`src/rtl/pbus_pkg.sv`:
```
package pbus_pkg;

   typedef enum logic [2:0] {
      BUS_OFF   = 3'd0,
      BUS_M68_W = 3'd1,
      BUS_M68_N = 3'd2,
      BUS_I80_W = 3'd3,
      BUS_I80_N = 3'd4
   } bus_mode_e;

   function automatic bus_mode_e decode_mode(input logic [2:0] code);
      case (code)
         3'b000:         return BUS_M68_W;
         3'b001:         return BUS_M68_N;
         3'b010:         return BUS_I80_W;
         3'b011, 3'b111: return BUS_I80_N;
         default:        return BUS_OFF;
      endcase
   endfunction

endpackage

```
`src/rtl/pbus_mode_reg.sv`:
```
module pbus_mode_reg
   import pbus_pkg::*;
(
   input  logic       clk,
   input  logic       rst_n,
   input  logic [2:0] mode_pins,
   output bus_mode_e  mode,
   output logic       narrow,
   output logic       mode_chg
);

   logic [2:0] code_q;

   always_ff @(posedge clk or negedge rst_n) begin
      if (!rst_n) code_q <= 3'b000;
      else        code_q <= mode_pins;
   end

   assign mode     = decode_mode(code_q);
   assign narrow   = (mode == BUS_M68_N) || (mode == BUS_I80_N);
   assign mode_chg = (mode_pins != code_q);

endmodule

```
`src/rtl/pbus_strobe_sync.sv`:
```
module pbus_strobe_sync #(
   parameter int                 WIDTH       = 2,
   parameter int                 STAGES      = 2,
   parameter logic [WIDTH-1:0]   IDLE        = '0,
   parameter logic [WIDTH-1:0]   ACTIVE_RISE = '0
) (
   input  logic             clk,
   input  logic             rst_n,
   input  logic [WIDTH-1:0] din,
   output logic [WIDTH-1:0] edge_hit
);

   if (STAGES < 2) begin : g_chk_stages
      $error("pbus_strobe_sync: STAGES must be at least 2");
   end

   for (genvar b = 0; b < WIDTH; b++) begin : g_bit
      logic [STAGES-1:0] chain;
      logic              last;

      always_ff @(posedge clk or negedge rst_n) begin
         if (!rst_n) begin
            chain <= {STAGES{IDLE[b]}};
            last  <= IDLE[b];
         end else begin
            chain <= {chain[STAGES-2:0], din[b]};
            last  <= chain[STAGES-1];
         end
      end

      if (ACTIVE_RISE[b]) begin : g_rise
         assign edge_hit[b] = chain[STAGES-1] & ~last;
      end else begin : g_fall
         assign edge_hit[b] = ~chain[STAGES-1] & last;
      end
   end

endmodule

```
`src/rtl/pbus_byte_packer.sv`:
```
module pbus_byte_packer #(
   parameter int DATA_W  = 16,
   parameter int RUN_LEN = 4
) (
   input  logic              clk,
   input  logic              rst_n,
   input  logic              clr,
   input  logic              evt,
   input  logic              narrow,
   input  logic              dc,
   input  logic [DATA_W-1:0] data,
   output logic [DATA_W-1:0] out_word,
   output logic              out_dc,
   output logic              out_valid
);

   localparam int BYTE_W = DATA_W / 2;
   localparam int CNT_W  = (RUN_LEN > 2) ? $clog2(RUN_LEN) : 1;
   localparam logic [CNT_W-1:0] RUN_LAST = CNT_W'(RUN_LEN - 1);

   if (DATA_W < 4 || (DATA_W % 2) != 0) begin : g_chk_width
      $error("pbus_byte_packer: DATA_W must be even and at least 4");
   end
   if (RUN_LEN < 2) begin : g_chk_run
      $error("pbus_byte_packer: RUN_LEN must be at least 2");
   end

   logic [BYTE_W-1:0] byte_in;
   logic              zero_cmd;
   logic              run_full;
   logic              phase_lo;
   logic              hold_zero;
   logic [BYTE_W-1:0] hold_hi;
   logic [CNT_W-1:0]  run_cnt;

   assign byte_in  = data[DATA_W-1 -: BYTE_W];
   assign zero_cmd = !dc && (byte_in == '0);
   assign run_full = (run_cnt == RUN_LAST);

   always_ff @(posedge clk or negedge rst_n) begin
      if (!rst_n) begin
         phase_lo  <= 1'b0;
         hold_zero <= 1'b0;
         hold_hi   <= '0;
         run_cnt   <= '0;
         out_word  <= '0;
         out_dc    <= 1'b0;
         out_valid <= 1'b0;
      end else begin
         out_valid <= 1'b0;
         if (clr) begin
            phase_lo  <= 1'b0;
            hold_zero <= 1'b0;
            run_cnt   <= '0;
         end else if (evt) begin
            if (!narrow) begin
               out_word  <= data;
               out_dc    <= dc;
               out_valid <= 1'b1;
            end else if (zero_cmd && run_full) begin
               phase_lo  <= 1'b0;
               hold_zero <= 1'b0;
               run_cnt   <= '0;
            end else begin
               run_cnt <= zero_cmd ? run_cnt + 1'b1 : '0;
               if (!phase_lo) begin
                  hold_hi   <= byte_in;
                  hold_zero <= zero_cmd;
                  phase_lo  <= 1'b1;
               end else begin
                  phase_lo  <= 1'b0;
                  out_word  <= {hold_hi, byte_in};
                  out_dc    <= dc;
                  out_valid <= !(hold_zero && zero_cmd);
               end
            end
         end
      end
   end

   AST_WIDE_PASS: assert property (@(posedge clk) disable iff (!rst_n)
      (evt && !narrow && !clr) |=> (out_valid && out_word == $past(data) && out_dc == $past(dc)));
   AST_UPPER_SILENT: assert property (@(posedge clk) disable iff (!rst_n)
      (evt && narrow && !clr && !phase_lo) |=> (!out_valid && phase_lo == !$past(zero_cmd && run_full)));
   AST_RESYNC_UPPER: assert property (@(posedge clk) disable iff (!rst_n)
      (evt && narrow && !clr && zero_cmd && run_full) |=> (!phase_lo && run_cnt == '0 && !out_valid));
   AST_RUN_RESTART: assert property (@(posedge clk) disable iff (!rst_n)
      (evt && narrow && !clr && !zero_cmd) |=> (run_cnt == '0));
   AST_ZERO_PAIR_HELD: assert property (@(posedge clk) disable iff (!rst_n)
      (evt && narrow && !clr && phase_lo && hold_zero && zero_cmd) |=> !out_valid);
   AST_CLR_UPPER: assert property (@(posedge clk) disable iff (!rst_n)
      clr |=> (!phase_lo && !out_valid));

endmodule

```
`src/rtl/pbus_word_slave.sv`:
```
module pbus_word_slave
   import pbus_pkg::*;
#(
   parameter int DATA_W      = 16,
   parameter int SYNC_STAGES = 2,
   parameter int RUN_LEN     = 4
) (
   input  logic              clk,
   input  logic              rst_n,
   input  logic [2:0]        mode_pins,
   input  logic              hb_cs_n,
   input  logic              hb_dc,
   input  logic              hb_wr_n,
   input  logic              hb_en,
   input  logic              hb_rw,
   input  logic [DATA_W-1:0] hb_data,
   output logic [DATA_W-1:0] out_word,
   output logic              out_dc,
   output logic              out_valid
);

   localparam int STB_WR = 0;
   localparam int STB_EN = 1;
   localparam logic [1:0] STB_IDLE = 2'b01;
   localparam logic [1:0] STB_RISE = 2'b01;

   bus_mode_e  mode;
   logic       narrow;
   logic       mode_chg;
   logic [1:0] stb_hit;
   logic       wr_evt;

   pbus_mode_reg u_mode (
      .clk       (clk),
      .rst_n     (rst_n),
      .mode_pins (mode_pins),
      .mode      (mode),
      .narrow    (narrow),
      .mode_chg  (mode_chg)
   );

   pbus_strobe_sync #(
      .WIDTH       (2),
      .STAGES      (SYNC_STAGES),
      .IDLE        (STB_IDLE),
      .ACTIVE_RISE (STB_RISE)
   ) u_sync (
      .clk      (clk),
      .rst_n    (rst_n),
      .din      ({hb_en, hb_wr_n}),
      .edge_hit (stb_hit)
   );

   always_comb begin
      case (mode)
         BUS_M68_W, BUS_M68_N: wr_evt = stb_hit[STB_EN] && !hb_cs_n && !hb_rw;
         BUS_I80_W, BUS_I80_N: wr_evt = stb_hit[STB_WR] && !hb_cs_n;
         default:              wr_evt = 1'b0;
      endcase
   end

   pbus_byte_packer #(
      .DATA_W  (DATA_W),
      .RUN_LEN (RUN_LEN)
   ) u_pack (
      .clk       (clk),
      .rst_n     (rst_n),
      .clr       (mode_chg),
      .evt       (wr_evt),
      .narrow    (narrow),
      .dc        (hb_dc),
      .data      (hb_data),
      .out_word  (out_word),
      .out_dc    (out_dc),
      .out_valid (out_valid)
   );

   AST_OFF_SILENT: assert property (@(posedge clk) disable iff (!rst_n)
      (mode == BUS_OFF) |=> !out_valid);
   AST_CS_GATE: assert property (@(posedge clk) disable iff (!rst_n)
      (hb_cs_n && !mode_chg) |=> !out_valid);

endmodule

```
`config.mk`:
```
export PLATFORM = sky130hd
export DESIGN_NAME = pbus_word_slave
export DESIGN_NICKNAME = d
export VERILOG_FILES = /design/src/rtl/pbus_pkg.sv /design/src/rtl/pbus_mode_reg.sv /design/src/rtl/pbus_strobe_sync.sv /design/src/rtl/pbus_byte_packer.sv /design/src/rtl/pbus_word_slave.sv
export SDC_FILE = /design/constraint.sdc
export NUM_CORES = 1
export LEC_CHECK = 0
export CAP_MARGIN = 20
export CORE_ASPECT_RATIO = 0.5
export CORE_UTILIZATION = 49
export DETAILED_ROUTE_END_ITERATION = 10
export MAX_ROUTING_LAYER = met4
export PLACE_DENSITY = 0.91
export SETUP_SLACK_MARGIN = 0.15
export SYNTH_ARGS = -nofsm -noshare
export SYNTH_HDL_FRONTEND = slang
export SYNTH_HIERARCHICAL = 1
export SYNTH_SLANG_ARGS = --single-unit
```
`constraint.sdc`:
```
create_clock -name clk -period 2.57 [get_ports clk]
set_clock_uncertainty 0.05 [all_clocks]
set_input_delay 0.257 -clock clk [delete_from_list [all_inputs] [get_ports clk]]
set_output_delay 0.257 -clock clk [all_outputs]
set_load 0.05 [all_outputs]
```
==> results.yml <==
grt:
  gr-usage-met1_pct: 27.5
  grt_overflow: 0
  grtUsageTotal_pct: 22.2
  grt_busiest_layer: "met2"
  grt_pass1_wl_mm: 6.18
  use_met3_pct: 7.31
  grt_max_degree: 40
  grt_pass1_vias: 1347
  antenna_found_initial: 0
  use_met2_pct: 35.8
route:
  drtIter0Drc: 65
  wire_per_inst_um: 15.6
  num_vias: 1322
  final_antenna_net_count: 0
  vias_per_cell: 5.31
  drc: 0
  drt_wl_total_mm: 3.88
  first_pass_iters: 4
synth:
  synthFlopType: "dfrtp_1"
  syn_area_per_cell_um2: 12.2
  yosys_warnings: 6
  synth_area_um2: 1820
  yosysUniqueCellTypes: 34
  synth_fp_nets: 176
  synth_edf_count: 0
  async_flop_share_pct: 100
  netlist_instances: 149
  ys_ff_latch: 39
  ys_seq_area_share_pct: 53.9
floorplanning:
  coreArea_um2: 3490
  core.rowCount: 15
  die_w_um: 88.1
  ios: 44
  start_util_pct: 52.0
  dieHeight_um: 45.1
  die-area_um2: 3970
worst_setup_path:
  critPathLaunch: "u_mode/code_q[0]$_DFF_PN0_"
  crit_arrival_ps: 2410
  worstSetupPathType: "flop to flop"
  worst_ep_required_time_ps: 2690
  critPathLaunchType: "flop"
  crit_fanout: 9
  reg2reg_from: "u_mode/code_q[0]$_DFF_PN0_"
  crit_path_end_kind: "flop"
placement:
  hpwl_mm: 2.69
  dpl_cell_area_um2: 2300
  place_congestion: 0.812
  placed_cells: 241
  io_buffers: 43
clock_tree:
  cts.sinks: 39
  hold_buffers: 0
  cts-root-buf: "clkbuf_8"
  h-tree-depth: 2
  cts.clk_slew.worst_paths_ps: 70
  numCtsBuffers: 5
  cts_setup_buffers: 0
  clk_latency_ps: 290
  cts-root-to-sink-buffers: 2
  tritoncts: "yes"
  ctsResizeCount: 0
sta:
  fin_tns_setup_ps: 0
  max_freq_ghz: 0.437
  finalCritPeriodShare_pct: 89.1
  tightest_slew_ps: 832
  grt_setup_unrepaired: "no"
  setup_violations: 0
  hold_violations: 0
  fin_crit_ps: 2290
  timing.final.max_slew_violations: 0
  relSlewSlack_pct: 44.5
power:
  cellPowerDensity_nw_per_um2: 712
  p_leak_uw: 0.00106
  vdd_ir_drop_max_v: 0.000360
layout:
  antenna_cells: 0
  drive_gt1_share_pct: 21.2
  final_nets: 224
  area_growth_pct: 33.1
  finalNonFillerCells: 249
  mostFrequentLayoutCells: "42 x clkdlybuf4s50_1, 36 x dfrtp_1, 23 x a21oi_1"
  final_common_cell: "clkdlybuf4s50_1"
  stdcell_area_um2: 2420
run_status:
  status: "finished, final reports clean"
run:
  cap_violations: 0
min_path:
  holdCritPathClass: "input pin to async pin"
==> per-layer routing <==
layer	vias to the layer above	share of wire [%]
li1	637	-
met4	0	0.52
met2	34	50
met3	2	4.0
met5	-	0
met1	649	46
==> layout make-up <==
| type | instances | area, um2 |
|---|---|---|
| clock buffers | 6 | 82.6 |
| clock inverters | 2 | 35.0 |
| fillers | 270 | 1070 |
| inverters | 4 | 15.0 |
| multi-input cells | 100 | 787 |
| flip-flops and latches | 39 | 980 |
| well taps | 51 | 63.8 |
| repair buffers | 47 | 455 |
==> critical path, stage by stage, from the launching register on <==
cell      delay, ps
dfrtp_1         440
xnor2_1         150
nor2_1          190
nand2_1          80
o22ai_1         190
a32o_1          250
and4bb_2        330
nand2_2         170
mux2_2          310
==> per-stage QoR <==
stage	hold slack (ps)	util, %	power, uW	worst slack (ps)
2_1_floorplan	-88.6	-	1020	459
3_3_place_gp	285	65.9	1200	459
3_5_place_dp	290	65.9	1210	289
4_1_cts	40.9	69.3	1740	285
5_1_grt	76.4	69.3	1800	200
6_report	12.7	69.3	1720	279
==> synthesized netlist by cell type (3+ instances only) <==
master / number / area share (%)
dfstp_2: 3 / 4.3
a21oi_2: 11 / 5.3
nor2_1: 4 / 0.83
mux2_2: 6 / 3.7
xnor2_1: 4 / 1.9
a22o_1: 5 / 2.4
clkbuf_1: 3 / 0.62
a21oi_1: 23 / 6.3
nand4_1: 3 / 1.0
inv_1: 4 / 0.83
nand2_1: 5 / 1.0
dfrtp_1: 36 / 50
mux2i_1: 16 / 8.8
==> power by group <==
part	total (uW)	leakage [uW]	internal, uW	switching [uW]
Sequential	722	0.000506	683	39.6
Clock	519	0.0000612	314	205
Combinational	480	0.000489	181	299
==> sequential cells by signal (all words and copies together), names as in the netlist <==
signal and count:
u_mode/code_q 3, u_sync/g_bit.last 2, u_pack/out_word 16, u_pack/hold_hi 8, u_pack/hold_zero 1, u_pack/phase_lo 1, u_pack/out_dc 1, u_pack/out_valid 1
u_sync/g_bit.chain 4, u_pack/run_cnt 2
==> kinds of logic (layout without fill, tap and decap cells) <==
logic type | Yosys count | in the layout | share of synthesized area (%)
buf+inv | 10 | 59 | 2.96
fa+ha+maj | 1 | 1 | 0.689
mux | 22 | 22 | 12.5
xor+xnor | 5 | 5 | 2.41
simple gates | 27 | 27 | 11.2
compound gates | 45 | 45 | 16.3
flops | 39 | 39 | 53.9
==> path summary, 6_finish.rpt <==
| check | depth (start not counted) | to | slack (ps) |
|---|---|---|---|
| max in group asynchronous | 1 | u_pack/out_word[6]$_DFFE_PN0P_ | 1930 |
| worst min register to register | 0 | u_sync/g_bit[1].chain[1]$_DFF_PN0_ | 310 |
| min in group clk | 0 | u_sync/g_bit[1].chain[1]$_DFF_PN0_ | 310 |
| worst max register to register | 8 | u_pack/hold_hi[6]$_DFFE_PN0P_ | 280 |
| worst max-delay path | 8 | u_pack/hold_hi[6]$_DFFE_PN0P_ | 280 |
| worst min-delay path | 1 | u_pack/run_cnt[0]$_DFFE_PN0P_ | 10 |
Note: power is estimated with default switching activity, not from simulation.
